--- src/rtl/probe_cls_pkg.sv ---
package probe_cls_pkg;

  typedef enum logic [2:0] {
    KIND_GETX   = 3'd0,
    KIND_GETS   = 3'd1,
    KIND_MGETS  = 3'd2,
    KIND_INV    = 3'd3,
    KIND_WBACK  = 3'd4,
    KIND_WBNACK = 3'd5
  } probe_kind_e;

  typedef enum logic [3:0] {
    EV_OTHER_X       = 4'd0,
    EV_OTHER_S       = 4'd1,
    EV_OTHER_S_NOMIG = 4'd2,
    EV_DMA_S         = 4'd3,
    EV_MERGED_S      = 4'd4,
    EV_INVAL         = 4'd5,
    EV_WB_ACK        = 4'd6,
    EV_WB_NACK       = 4'd7,
    EV_BAD           = 4'd15
  } probe_event_e;

  typedef enum logic [1:0] {
    RSP_NONE   = 2'd0,
    RSP_DATA   = 2'd1,
    RSP_SHARED = 2'd2,
    RSP_EXCL   = 2'd3
  } rsp_kind_e;

  typedef enum logic [1:0] {
    OP_FILL   = 2'd0,
    OP_STORE  = 2'd1,
    OP_ATOMIC = 2'd2,
    OP_EVICT  = 2'd3
  } line_op_e;

endpackage

--- src/rtl/probe_line_status.sv ---
module probe_line_status import probe_cls_pkg::*; #(
  parameter int LINES = 16,
  localparam int IDX_W = $clog2(LINES)
) (
  input  logic             clk,
  input  logic             rst,
  input  logic             upd_en,
  input  logic [IDX_W-1:0] upd_idx,
  input  logic [1:0]       upd_op,
  input  logic [IDX_W-1:0] rd_idx,
  output logic             rd_valid,
  output logic             rd_dirty,
  output logic             rd_atomic
);

  logic [LINES-1:0] vld_q, drt_q, atm_q;

  always_ff @(posedge clk) begin
    if (rst) begin
      vld_q <= '0;
      drt_q <= '0;
      atm_q <= '0;
    end else if (upd_en) begin
      case (line_op_e'(upd_op))
        OP_FILL: begin
          vld_q[upd_idx] <= 1'b1;
          drt_q[upd_idx] <= 1'b0;
          atm_q[upd_idx] <= 1'b0;
        end
        OP_STORE: begin
          if (vld_q[upd_idx]) drt_q[upd_idx] <= 1'b1;
        end
        OP_ATOMIC: begin
          if (vld_q[upd_idx]) begin
            drt_q[upd_idx] <= 1'b1;
            atm_q[upd_idx] <= 1'b1;
          end
        end
        default: begin
          vld_q[upd_idx] <= 1'b0;
          drt_q[upd_idx] <= 1'b0;
          atm_q[upd_idx] <= 1'b0;
        end
      endcase
    end
  end

  // Read returns the pre-update contents of this cycle.
  assign rd_valid  = vld_q[rd_idx];
  assign rd_dirty  = drt_q[rd_idx];
  assign rd_atomic = atm_q[rd_idx];

  for (genvar g = 0; g < LINES; g++) begin : g_chk
    AST_ATOMIC_DIRTY: assert property (@(posedge clk) disable iff (rst)
      atm_q[g] |-> (drt_q[g] && vld_q[g]));
    AST_STORE_ABSENT: assert property (@(posedge clk) disable iff (rst)
      (upd_en && upd_idx == IDX_W'(g) && upd_op != 2'd0 && !vld_q[g]) |=> !drt_q[g] && !atm_q[g]);
  end

endmodule

--- src/rtl/probe_event_decode.sv ---
module probe_event_decode import probe_cls_pkg::*; #(
  parameter int CNT_W = 4
) (
  input  logic [2:0]       kind,
  input  logic [CNT_W-1:0] num_caches,
  input  logic             hit,
  input  logic             atomic,
  input  logic             no_migrate,
  output probe_event_e     event_o
);

  always_comb begin
    case (kind)
      KIND_GETX:   event_o = EV_OTHER_X;
      KIND_GETS: begin
        if (num_caches <= CNT_W'(1))
          event_o = EV_DMA_S;
        else if (hit && atomic && no_migrate)
          event_o = EV_OTHER_S_NOMIG;
        else
          event_o = EV_OTHER_S;
      end
      KIND_MGETS:  event_o = EV_MERGED_S;
      KIND_INV:    event_o = EV_INVAL;
      KIND_WBACK:  event_o = EV_WB_ACK;
      KIND_WBNACK: event_o = EV_WB_NACK;
      default:     event_o = EV_BAD;
    endcase
  end

endmodule

--- src/rtl/probe_resp_build.sv ---
module probe_resp_build import probe_cls_pkg::*; #(
  parameter int MAX_CACHES = 8,
  localparam int SRC_W = $clog2(MAX_CACHES),
  localparam int CNT_W = $clog2(MAX_CACHES + 1)
) (
  input  probe_event_e          event_i,
  input  logic                  hit,
  input  logic                  line_dirty,
  input  logic [SRC_W-1:0]      src,
  input  logic [MAX_CACHES-1:0] merged,
  input  logic                  directed,
  input  logic [CNT_W-1:0]      num_caches,
  output rsp_kind_e             rsp_o,
  output logic [MAX_CACHES-1:0] dest_o,
  output logic [CNT_W-1:0]      acks_o,
  output logic                  dirty_o
);

  rsp_kind_e kind_raw;

  always_comb begin
    case (event_i)
      EV_OTHER_X:                              kind_raw = RSP_EXCL;
      EV_OTHER_S, EV_OTHER_S_NOMIG, EV_MERGED_S: kind_raw = RSP_SHARED;
      EV_DMA_S:                                kind_raw = RSP_DATA;
      default:                                 kind_raw = RSP_NONE;
    endcase
  end

  always_comb begin
    rsp_o   = hit ? kind_raw : RSP_NONE;
    dest_o  = '0;
    acks_o  = '0;
    dirty_o = 1'b0;
    if (rsp_o != RSP_NONE) begin
      dirty_o = line_dirty;
      if (event_i == EV_MERGED_S) begin
        dest_o = merged;
        acks_o = num_caches;
      end else begin
        dest_o = MAX_CACHES'(1) << src;
        acks_o = directed ? num_caches : CNT_W'(1);
      end
    end
  end

endmodule

--- src/rtl/probe_classifier.sv ---
module probe_classifier import probe_cls_pkg::*; #(
  parameter int MAX_CACHES = 8,
  parameter int LINES = 16,
  localparam int SRC_W = $clog2(MAX_CACHES),
  localparam int CNT_W = $clog2(MAX_CACHES + 1),
  localparam int IDX_W = $clog2(LINES)
) (
  input  logic                  clk,
  input  logic                  rst,
  input  logic                  in_valid,
  output logic                  in_ready,
  input  logic [2:0]            in_kind,
  input  logic [SRC_W-1:0]      in_src,
  input  logic [IDX_W-1:0]      in_idx,
  input  logic                  in_directed,
  input  logic [MAX_CACHES-1:0] in_merged,
  input  logic                  cfg_no_migrate,
  input  logic [CNT_W-1:0]      cfg_num_caches,
  input  logic                  upd_en,
  input  logic [IDX_W-1:0]      upd_idx,
  input  logic [1:0]            upd_op,
  output logic                  out_valid,
  input  logic                  out_ready,
  output logic [3:0]            out_event,
  output logic [1:0]            out_rsp,
  output logic [MAX_CACHES-1:0] out_dest,
  output logic [CNT_W-1:0]      out_acks,
  output logic                  out_dirty
);

  logic                  ln_valid, ln_dirty, ln_atomic;
  probe_event_e          ev_c;
  rsp_kind_e             rsp_c;
  logic [MAX_CACHES-1:0] dest_c;
  logic [CNT_W-1:0]      acks_c;
  logic                  dirty_c;

  probe_line_status #(.LINES(LINES)) u_status (
    .clk       (clk),
    .rst       (rst),
    .upd_en    (upd_en),
    .upd_idx   (upd_idx),
    .upd_op    (upd_op),
    .rd_idx    (in_idx),
    .rd_valid  (ln_valid),
    .rd_dirty  (ln_dirty),
    .rd_atomic (ln_atomic)
  );

  probe_event_decode #(.CNT_W(CNT_W)) u_decode (
    .kind       (in_kind),
    .num_caches (cfg_num_caches),
    .hit        (ln_valid),
    .atomic     (ln_atomic),
    .no_migrate (cfg_no_migrate),
    .event_o    (ev_c)
  );

  probe_resp_build #(.MAX_CACHES(MAX_CACHES)) u_resp (
    .event_i    (ev_c),
    .hit        (ln_valid),
    .line_dirty (ln_dirty),
    .src        (in_src),
    .merged     (in_merged),
    .directed   (in_directed),
    .num_caches (cfg_num_caches),
    .rsp_o      (rsp_c),
    .dest_o     (dest_c),
    .acks_o     (acks_c),
    .dirty_o    (dirty_c)
  );

  logic take;
  assign in_ready = !out_valid || out_ready;
  assign take     = in_valid && in_ready;

  always_ff @(posedge clk) begin
    if (rst) begin
      out_valid <= 1'b0;
      out_event <= '0;
      out_rsp   <= '0;
      out_dest  <= '0;
      out_acks  <= '0;
      out_dirty <= 1'b0;
    end else begin
      if (take) begin
        out_valid <= 1'b1;
        out_event <= ev_c;
        out_rsp   <= rsp_c;
        out_dest  <= dest_c;
        out_acks  <= acks_c;
        out_dirty <= dirty_c;
      end else if (out_ready) begin
        out_valid <= 1'b0;
      end
    end
  end

  AST_HOLD_STALL: assert property (@(posedge clk) disable iff (rst)
    (out_valid && !out_ready) |=> out_valid && $stable(out_event) && $stable(out_rsp)
      && $stable(out_dest) && $stable(out_acks) && $stable(out_dirty));
  AST_NONE_EMPTY: assert property (@(posedge clk) disable iff (rst)
    (out_valid && out_rsp == 2'd0) |-> (out_acks == '0 && out_dest == '0 && !out_dirty));
  AST_SINGLE_DEST: assert property (@(posedge clk) disable iff (rst)
    (out_valid && out_rsp != 2'd0 && out_event != 4'd4) |-> $countones(out_dest) == 1);
  AST_NOMIG_SHARED: assert property (@(posedge clk) disable iff (rst)
    (out_valid && out_event == 4'd2) |-> out_rsp == 2'd2);
  AST_NO_REPLY_KINDS: assert property (@(posedge clk) disable iff (rst)
    (out_valid && out_event >= 4'd5) |-> out_rsp == 2'd0);

endmodule

--- config.mk ---
export PLATFORM = sky130hd
export DESIGN_NAME = probe_classifier
export DESIGN_NICKNAME = d
export VERILOG_FILES = /design/src/rtl/probe_cls_pkg.sv /design/src/rtl/probe_line_status.sv /design/src/rtl/probe_event_decode.sv /design/src/rtl/probe_resp_build.sv /design/src/rtl/probe_classifier.sv
export SDC_FILE = /design/constraint.sdc
export NUM_CORES = 1
export LEC_CHECK = 0
export ABC_AREA = 1
export BUFFER_PORTS_ARGS = -buffer_cell sky130_fd_sc_hd__buf_2
export CAP_MARGIN = 20
export CORE_MARGIN = 4
export CORE_UTILIZATION = 35
export DETAILED_ROUTE_END_ITERATION = 12
export MAX_ROUTING_LAYER = met4
export SETUP_SLACK_MARGIN = 0.1
export SLEW_MARGIN = 20
export SYNTH_ARGS = -nofsm -noshare
export SYNTH_HDL_FRONTEND = slang
export SYNTH_HIERARCHICAL = 1
export SYNTH_SLANG_ARGS = --single-unit
--- constraint.sdc ---
create_clock -name clk -period 3.6 [get_ports clk]
set_input_delay 1.08 -clock clk [delete_from_list [all_inputs] [get_ports clk]]
set_output_delay 1.08 -clock clk [all_outputs]
set_load 0.02 [all_outputs]
==> results by group, run 1 <==
Outcome
  – Status: completed

Clock tree
  – Clock transition at path regs: 0.06 ns
  – Clock Path Buffers: 2
  – Hold Buf Count CTS: 0
  – Clk_lat worst skew: 0.33 ns
  – Post-CTS Setup Inserts: 0
  – Num CTS Buffers: 9
  – TritonCTS clock tree: yes
  – Post_cts resized: 0
  – H-tree depth: 3
  – Root buffer cell: clkbuf_16
  – Clock sinks: 68

Place
  – Port bufs: 55
  – Placed Area: 4560 µm²
  – DP Wirelength: 8380 µm
  – RePlAce Congestion: 0.907

Yosys
  – Cells after synthesis: 695
  – Compound-Gate Fraction of Synth Area: 0.148
  – Post-synthesis simple-gate area fraction: 0.373
  – Synth Cell Area: 4200 µm²
  – Cell variety after synth: 27
  – Share of Yosys cell area claimed by the top area cell type: 0.324
  – Primary FF master, synth: dfxtp_1
  – Syn_nets: 733
  – Post-synthesis mux area share: 0
  – Synth Area in XOR/XNOR: 0
  – Asr flop ratio synth: 0
  – Top-count cell post-synth: nand2_1
  – Post-synthesis adder-cell area fraction: 0.00894
  – Post-synth EDFFs: 0
  – Synth area leaders: dfxtp_1, nand2_1, inv_1
  – Largest family of logic cells by synthesized area: simple AND/OR/NAND/NOR gates
  – Register area share after synthesis: 0.324
  – Syn Area/Cell: 6.04 µm²
  – Synth top cells by count: nand2_1, inv_1, nor2_1
  – Syn. warnings: 6
  – Number of synthesized register bits: 68
  – Post-synth top area cell: dfxtp_1

Power and ir drop
  – Switching part of the total: 0.281
  – Comb power frac: 0.163
  – Switching pwr: 552 µW
  – Pleak: 2.23 nW
  – Power Density: 406 nW/µm²
  – Sequential power share: 0.400
  – Clock Power Share: 0.437
  – VDD IR max: 199 µV
  – Internal: 1.42 mW

Global route
  – Antenna violations before repair: 0
  – Largest net degree at the start of global routing: 40
  – First-pass GRT wire length: 19700 µm
  – Number of global-route vias before repair: 4018
  – Gr ovfl total: 0
  – Overall Global Routing Usage: 0.176

Worst hold path
  – Worst Hold Class: reg2reg

STA
  – Hold Fails Final Rpt: 0
  – Final setup viols: 0
  – Final Max Tran Viols: 0
  – Fin crit share: 0.841
  – Unrepaired setup endpoints after global routing: false
  – Min Tclk post-route: 3.03 ns
  – Rel. slew slack: 0.564
  – Worst Tran Pin Value: 0.654 ns
  – Setup TNS Final: 0 ns
  – Skew final: 0.00573 ns
  – Achievable Freq: 330 MHz

Finish
  – Storage element area: 1360 µm²
  – Util after Layout: 0.420
  – Diodes inserted: 0
  – Nets: 778
  – Layout fillers: 1201
  – Cell area after layout: 4850 µm²
  – Area grow syn2layout: 15.6%
  – Multi-input logic area: 2220 µm²
  – Layout cells sized above 1: 0.133

Setup path
  – Critical path capture point type: flop
  – CP peak stage delay: 0.24 ns
  – Most repeated library cell on the critical path: nand2_1
  – Crit path max fanout: 22
  – Crit path launch type: input pin
  – CP max stage cell: buf_4
  – CP cell instances: buf_2 > buf_4 > o21ai_0 > a21oi_1 > o221ai_1 > nand2_1 > nand2_1 > nor2_1 > nand2_1 > nand2_1 > nand3_1 > nor2_4 > buf_4 > nand3b_1 > nand2_1 > nor2_1 > inv_1 > nand3_1 > nand2_1 > nor2_1
  – Crit path arrival time: 3.26 ns
  – Setup CP Type: in2reg
  – Critical Path RT: 3.83 ns

Floorplan
  – Die area: 13800 µm²
  – Die H: 118 µm
  – Die W: 118 µm
  – Cell Rows: 39
  – Initial Utilization: 0.363
  – I/O pins: 56
  – Core box area: 11600 µm²

Routing
  – DR vias/cell: 5.04
  – Remaining DRCs: 0
  – Final ANT Viol Nets: 0
  – Avg WL per Cell: 13.4 µm
  – 1st-iter DRT viols: 456
  – Routed vias: 4468
  – DRT Wirelength: 11900 µm
  – First-pass DRT Iterations: 5

Job
  – Max Cap Viol: 0
kinds of logic after synthesis:
group                    Yosys count
flip-flops                        68
AND/OR/NAND/NOR                  363
adder cells (fa/ha/maj)            3
AO/OA/AOI/OAI                    117
buffers and inverters            144
stage by stage:
step | total power, mW | hold slack [ns] | cells | worst slack [ns]
2_1_floorplan | 1.03 | 0.422 | 695 | 0.525
3_3_place_gp | 1.12 | 0.435 | 872 | 0.277
3_5_place_dp | 1.12 | 0.434 | 872 | 0.253
4_1_cts | 1.98 | 0.443 | 887 | 0.605
5_1_grt | 2.05 | 0.466 | 887 | 0.236
6_report | 1.97 | 0.445 | 887 | 0.573
worst max-delay path, delay by kind of cell:
family,cells,cell delay (ns)
AND/OR/NAND/NOR,13,1.11
buffers and inverters,4,0.59
AO/OA/AOI/OAI,3,0.46
cell usage in the layout (no fill, tap or decap), types with 8 or more instances in the layout:
cell type,n
nand2_1,185
inv_1,105
nor2_1,81
dfxtp_1,68
a21oi_1,67
nand3_1,61
buf_2,55
o21ai_0,41
nand4_1,16
buf_4,12
clkbuf_16,9
nand3b_1,8
final cells by class:
type | count | share of cell area
clock buffer | 14 | 0.0585
clock inverter | 1 | 0.00103
inverter | 110 | 0.0851
multi-input combinational | 483 | 0.458
sequential | 68 | 0.281
tap | 143 | 0.0369
timing repair buffer | 68 | 0.0794
power by group through the flow:
stage                     clock, mW  combinational (mW)  sequential [mW]
final                         0.861               0.320            0.787
after global routing          0.907               0.359            0.789
after CTS                     0.879               0.318            0.787
after global placement            0               0.314            0.803
after detailed placement          0               0.317            0.803
after floorplan                   0               0.206            0.820
routing by layer:
metal / vias to the layer above / wire length [µm] / track usage
met5: - / 0 / -
met4: 0 / 175 / 0.0615
met3: 12 / 704 / 0.0245
met2: 150 / 5380 / 0.272
met1: 2018 / 5610 / 0.236
li1: 2288 / - / -
worst paths after layout:
kind	from	to	slack (ns)	cells past startpoint
setup / recovery	in_idx[0]	out_dest[1]	0.57	20
hold / removal	flop	flop	0.45	2
setup reg to reg	flop	out_dest[1]	1.29	20
hold reg to reg	flop	flop	0.45	2
Note: power is estimated with default switching activity, not from simulation.
==> run 2: changes to the inputs <==
==> constraint.sdc (replaced) <==
create_clock -name clk -period 3 [get_ports clk]
set_input_delay 0.9 -clock clk [delete_from_list [all_inputs] [get_ports clk]]
set_output_delay 0.9 -clock clk [all_outputs]
set_load 0.02 [all_outputs]
==> results by group, run 2 (synthesized netlist as in run 1, its figures left out) <==
STA
  – Final Max Tran Viols: 0
  – Final setup viols: 0
  – Hold Slack: 0.443 ns
  – Setup ws final: 0.276 ns
  – Skew final: 0.00360 ns
  – Setup TNS Final: 0 ns
  – Worst Tran Pin Value: 0.663 ns
  – Min Tclk post-route: 2.72 ns
  – Hold Fails Final Rpt: 0
  – Rel. slew slack: 0.558
  – Fin crit share: 0.908
  – Achievable Freq: 367 MHz
  – Unrepaired setup endpoints after global routing: true

Global route
  – Overall Global Routing Usage: 0.177
  – Gr ovfl total: 0
  – Largest net degree at the start of global routing: 40
  – Antenna violations before repair: 0
  – First-pass GRT wire length: 19700 µm
  – Number of global-route vias before repair: 4163

Finish
  – Diodes inserted: 0
  – Storage element area: 1360 µm²
  – Nets: 797
  – Final std cells w/o fill: 907
  – Multi-input logic area: 2260 µm²
  – Most frequent cells in the layout: nand2_1, inv_1, nor2_1, dfxtp_1, a21oi_1
  – Commonest non-fill, non-tap cell in the layout: nand2_1
  – Layout fillers: 1205
  – Area grow syn2layout: 20.6%
  – Layout cells sized above 1: 0.168

Place
  – Placed insts: 884
  – RePlAce Congestion: 0.883
  – Port bufs: 55
  – DP Wirelength: 8600 µm
  – Pre-CTS setup slack: -0.101 ns

Setup path
  – Setup CP Type: in2reg
  – Critical Path RT: 3.23 ns
  – Critical path capture point type: flop
  – CP cell instances: buf_8 > clkinvlp_4 > buf_6 > a21oi_2 > o21ai_1 > nand3_1 > o211ai_1 > nand2_2 > nand2_2 > nor2_1 > nand2_1 > nand2_1 > nand3_2 > nor2_4 > buf_6 > nand3b_1 > nand2_1 > nor2_1 > inv_1 > nand3_1 > nand2_1 > nor2_1
  – Buf+Inv Stages, Crit Path: 5
  – CP peak stage delay: 0.25 ns
  – CP max stage cell: nor2_4
  – Most repeated library cell on the critical path: nand2_1
  – CP delay by family, top: simple AND/OR/NAND/NOR gates
  – Crit path max fanout: 8
  – Crit path arrival time: 2.95 ns
  – Crit path launch type: input pin

Routing
  – Final ANT Viol Nets: 0
  – First-pass DRT Iterations: 5
  – Remaining DRCs: 0
  – 1st-iter DRT viols: 258
  – Routed vias: 4481
  – DRT Wirelength: 12000 µm
  – DR vias/cell: 4.94
  – Avg WL per Cell: 13.2 µm

Floorplan
  – I/O pins: 56
  – Initial Utilization: 0.363
  – Die W: 118 µm
  – Cell Rows: 39
  – Die H: 118 µm
  – Core box area: 11600 µm²
  – Die area: 13800 µm²

Clock tree
  – Root buffer cell: clkbuf_16
  – TritonCTS clock tree: yes
  – Clk_lat worst skew: 0.34 ns
  – Clock transition at path regs: 0.05 ns
  – H-tree depth: 3
  – Clock Path Buffers: 2
  – Num CTS Buffers: 9
  – Hold Buf Count CTS: 0
  – Clock sinks: 68

Power and ir drop
  – Power Density: 471 nW/µm²
  – VDD IR max: 200 µV
  – Pleak: 2.33 nW
  – Total Power: 2.38 mW

Job
  – Max Cap Viol: 0

Outcome
  – Status: completed

Worst hold path
  – Worst Hold Class: reg2reg
==> run 2: changes by cell type in the layout (fill, tap and decap cells not counted), moves of 3 or more <==
cell,previous run,this run
a21oi_2,0,3
buf_4,12,26
o21ai_0,41,34
buf_6,0,4
nand2_2,3,6
a21oi_1,67,64
o21ai_1,2,8
==> run 2: what timing repair did <==
action	in CTS	in global routing
setup buffers	0	6
gates resized for setup	0	26
setup endpoints to repair	0	15
==> run 2: metal layers <==
layer	GRT usage	wire (µm)
met1	0.222	5530
met2	0.282	5550
met3	0.0308	663
met4	0.0777	221
met5	-	0
==> run 2: power by group <==
part / internal (mW) / switching [mW]
Clock: 0.627 / 0.392
Sequential: 0.931 / 0.0131
Combinational: 0.151 / 0.269
Total: 1.71 / 0.674
==> run 2: final cells by class <==
cell class	count	share of cell area
flip-flops and latches	68	0.269
inverters	110	0.0823
multi-input cells	484	0.447
repair buffers	86	0.111
well taps	143	0.0353
clock buffers	15	0.0549
clock inverters	1	0.000988
==> run 2: tightest hold or removal path, delay by kind of cell, from the launching register on <==
kind | cells | cell delay, ns
DFF | 1 | 0.30
AOI/OAI and AO/OA | 1 | 0.05
buffers and inverters | 1 | 0.04
==> run 2: path summary, 6_finish.rpt <==
kind	from	endpoint	slack [ns]	depth (start not counted)
worst min register to register	flop	flop	0.44	2
worst max-delay path	in_idx[1]	out_dest[6]	0.28	22
worst min-delay path	flop	flop	0.44	2
worst max register to register	flop	out_dest[6]	0.77	20
==> run 2: metrics by stage <==
stage | util | cell area [µm²]
after floorplan | - | 4200
after global placement | 0.403 | 4670
after detailed placement | 0.403 | 4670
after CTS | 0.428 | 4950
after global routing | 0.438 | 5060
final | 0.438 | 5060
==> run 3: changes to the inputs <==
--- a/config.mk
+++ b/config.mk
@@ -12,6 +12,7 @@
 export CORE_UTILIZATION = 35
 export DETAILED_ROUTE_END_ITERATION = 12
 export MAX_ROUTING_LAYER = met4
+export PLACE_DENSITY = 0.65
 export SETUP_SLACK_MARGIN = 0.1
 export SLEW_MARGIN = 20
 export SYNTH_ARGS = -nofsm -noshare
==> results by group, run 3 (synthesized netlist as in run 1, its figures left out) <==
Worst hold path
  – Worst Hold Class: reg2reg
  – Worst hold stages: 2

Finish
  – Commonest non-fill, non-tap cell in the layout: nand2_1
  – Util after Layout: 0.449
  – Layout cells sized above 1: 0.175
  – Nets: 795
  – Area grow syn2layout: 23.6%
  – Most frequent cells in the layout: nand2_1, inv_1, nor2_1, dfxtp_1, a21oi_1
  – Diodes inserted: 0

Setup path
  – Crit path arrival time: 2.98 ns
  – Critical Path RT: 3.24 ns
  – Critical path capture point type: flop
  – Crit path launch type: input pin
  – Reg2reg setup slack: 0.78 ns
  – R2R depth: 21
  – Crit path max fanout: 7
  – Setup CP Type: in2reg
  – FF-to-FF End: out_dest[0]

Global route
  – First-pass GRT wire length: 19500 µm
  – Number of global-route vias before repair: 4008
  – Gr ovfl total: 0
  – Antenna violations before repair: 0
  – Overall Global Routing Usage: 0.176
  – Largest net degree at the start of global routing: 40

Routing
  – First-pass DRT Iterations: 5
  – Final ANT Viol Nets: 0
  – Avg WL per Cell: 12.8 µm
  – DR vias/cell: 4.93
  – 1st-iter DRT viols: 272
  – DRT Wirelength: 11600 µm
  – Remaining DRCs: 0
  – Routed vias: 4462

STA
  – Rel. slew slack: 0.554
  – Achievable Freq: 364 MHz
  – Skew final: 0.00441 ns
  – Setup TNS Final: 0 ns
  – Hold Fails Final Rpt: 0
  – Final Max Tran Viols: 0
  – Final setup viols: 0
  – Fin crit share: 0.915
  – Min Tclk post-route: 2.75 ns
  – Unrepaired setup endpoints after global routing: true
  – Worst Tran Pin Value: 0.670 ns
  – Setup ws final: 0.254 ns

Floorplan
  – Core box area: 11600 µm²
  – Die W: 118 µm
  – Cell Rows: 39
  – Initial Utilization: 0.363
  – I/O pins: 56
  – Die H: 118 µm
  – Die area: 13800 µm²

Clock tree
  – Clock transition at path regs: 0.06 ns
  – Num CTS Buffers: 9
  – Clock sinks: 68
  – Clk_lat worst skew: 0.34 ns
  – Root buffer cell: clkbuf_16
  – H-tree depth: 3
  – TritonCTS clock tree: yes
  – Clock Path Buffers: 2

Power and ir drop
  – Pleak: 2.36 nW
  – VDD IR max: 458 µV
  – Power Density: 508 nW/µm²

Outcome
  – Status: completed

Place
  – RePlAce Congestion: 0.838
  – Pre-CTS setup slack: -0.0775 ns
  – Port bufs: 55
  – DP Wirelength: 7980 µm

Job
  – Max Cap Viol: 0
run 3: cell types whose count changed in the layout (fill, tap and decap cells not counted), moves of 2 or more:
| cell | change |
|---|---|
| a21oi_1 | -2 |
| a21oi_2 | +2 |
| buf_4 | -8 |
| buf_6 | +2 |
| bufinv_16 | +3 |
| clkbuf_1 | -3 |
| clkbuf_8 | -2 |
| nand2_1 | -2 |
| nand2_2 | +2 |
| o21ai_0 | -2 |
| o21ai_1 | +3 |
run 3: metal layers:
layer	track usage	wire, µm
met5	-	0
met4	0.0593	146
met3	0.0418	756
met2	0.276	5440
met1	0.224	5270
run 3: area by class of cell:
cell class / instances / area, µm²
Timing Repair Buffer: 84 / 588
Fill cell: 1242 / 6380
Inverter: 110 / 417
Sequential cell: 68 / 1360
Multi-Input combinational cell: 484 / 2290
Clock inverter: 6 / 111
Tap cell: 143 / 179
Clock buffer: 10 / 239
run 3: through the flow:
step | hold WS [ns] | area (µm²) | total power [mW] | instances
after floorplan | 0.422 | 4200 | 1.23 | 695
after global placement | 0.435 | 4650 | 1.36 | 882
after detailed placement | 0.437 | 4650 | 1.36 | 882
after CTS | 0.446 | 5000 | 2.62 | 898
after global routing | 0.460 | 5190 | 2.74 | 905
final | 0.445 | 5190 | 2.63 | 905
run 3: power breakdown:
part	total, mW	switching (mW)	internal [mW]
logic	0.432	0.272	0.160
registers	0.943	0.0130	0.930
clock network	1.26	0.425	0.834
total	2.63	0.710	1.92
run 3: what timing repair did:
action,CTS,global route
resized for setup,0,38
hold buffers,0,0
hold endpoints to repair,0,0
setup buffers,0,5
endpoints found under the setup margin,0,15
run 3: how the worst max path moves through the flow:
stage | from | end | slack, ns | depth (start not counted)
2_1_floorplan | in_idx[0] | out_dest[7] | 0.10 | 20
3_3_place_gp | in_idx[0] | out_dest[1] | -0.05 | 21
3_5_place_dp | in_idx[1] | out_dest[0] | -0.08 | 22
4_1_cts | in_idx[1] | out_dest[5] | 0.28 | 22
5_1_grt | in_idx[1] | out_dest[2] | 0.02 | 23
6_report | in_idx[1] | out_dest[0] | 0.25 | 23
run 3: critical path, stage by stage:
cell and delay [ns]:
buf_8 0.08, clkinvlp_4 0.17, buf_6 0.17, a21oi_2 0.09, o21ai_1 0.07, nand3_1 0.09, nand3_2 0.08, nand2_2 0.09
nand2_2 0.05, nor2_1 0.09, nand2_1 0.06, nand2_1 0.07, nand3_2 0.09, nor2_4 0.18, buf_12 0.14, buf_8 0.11
nand3b_1 0.09, nand2_1 0.07, nor2_1 0.04, inv_1 0.06, nand3_2 0.06, nand2_1 0.07, nor2_1 0.04
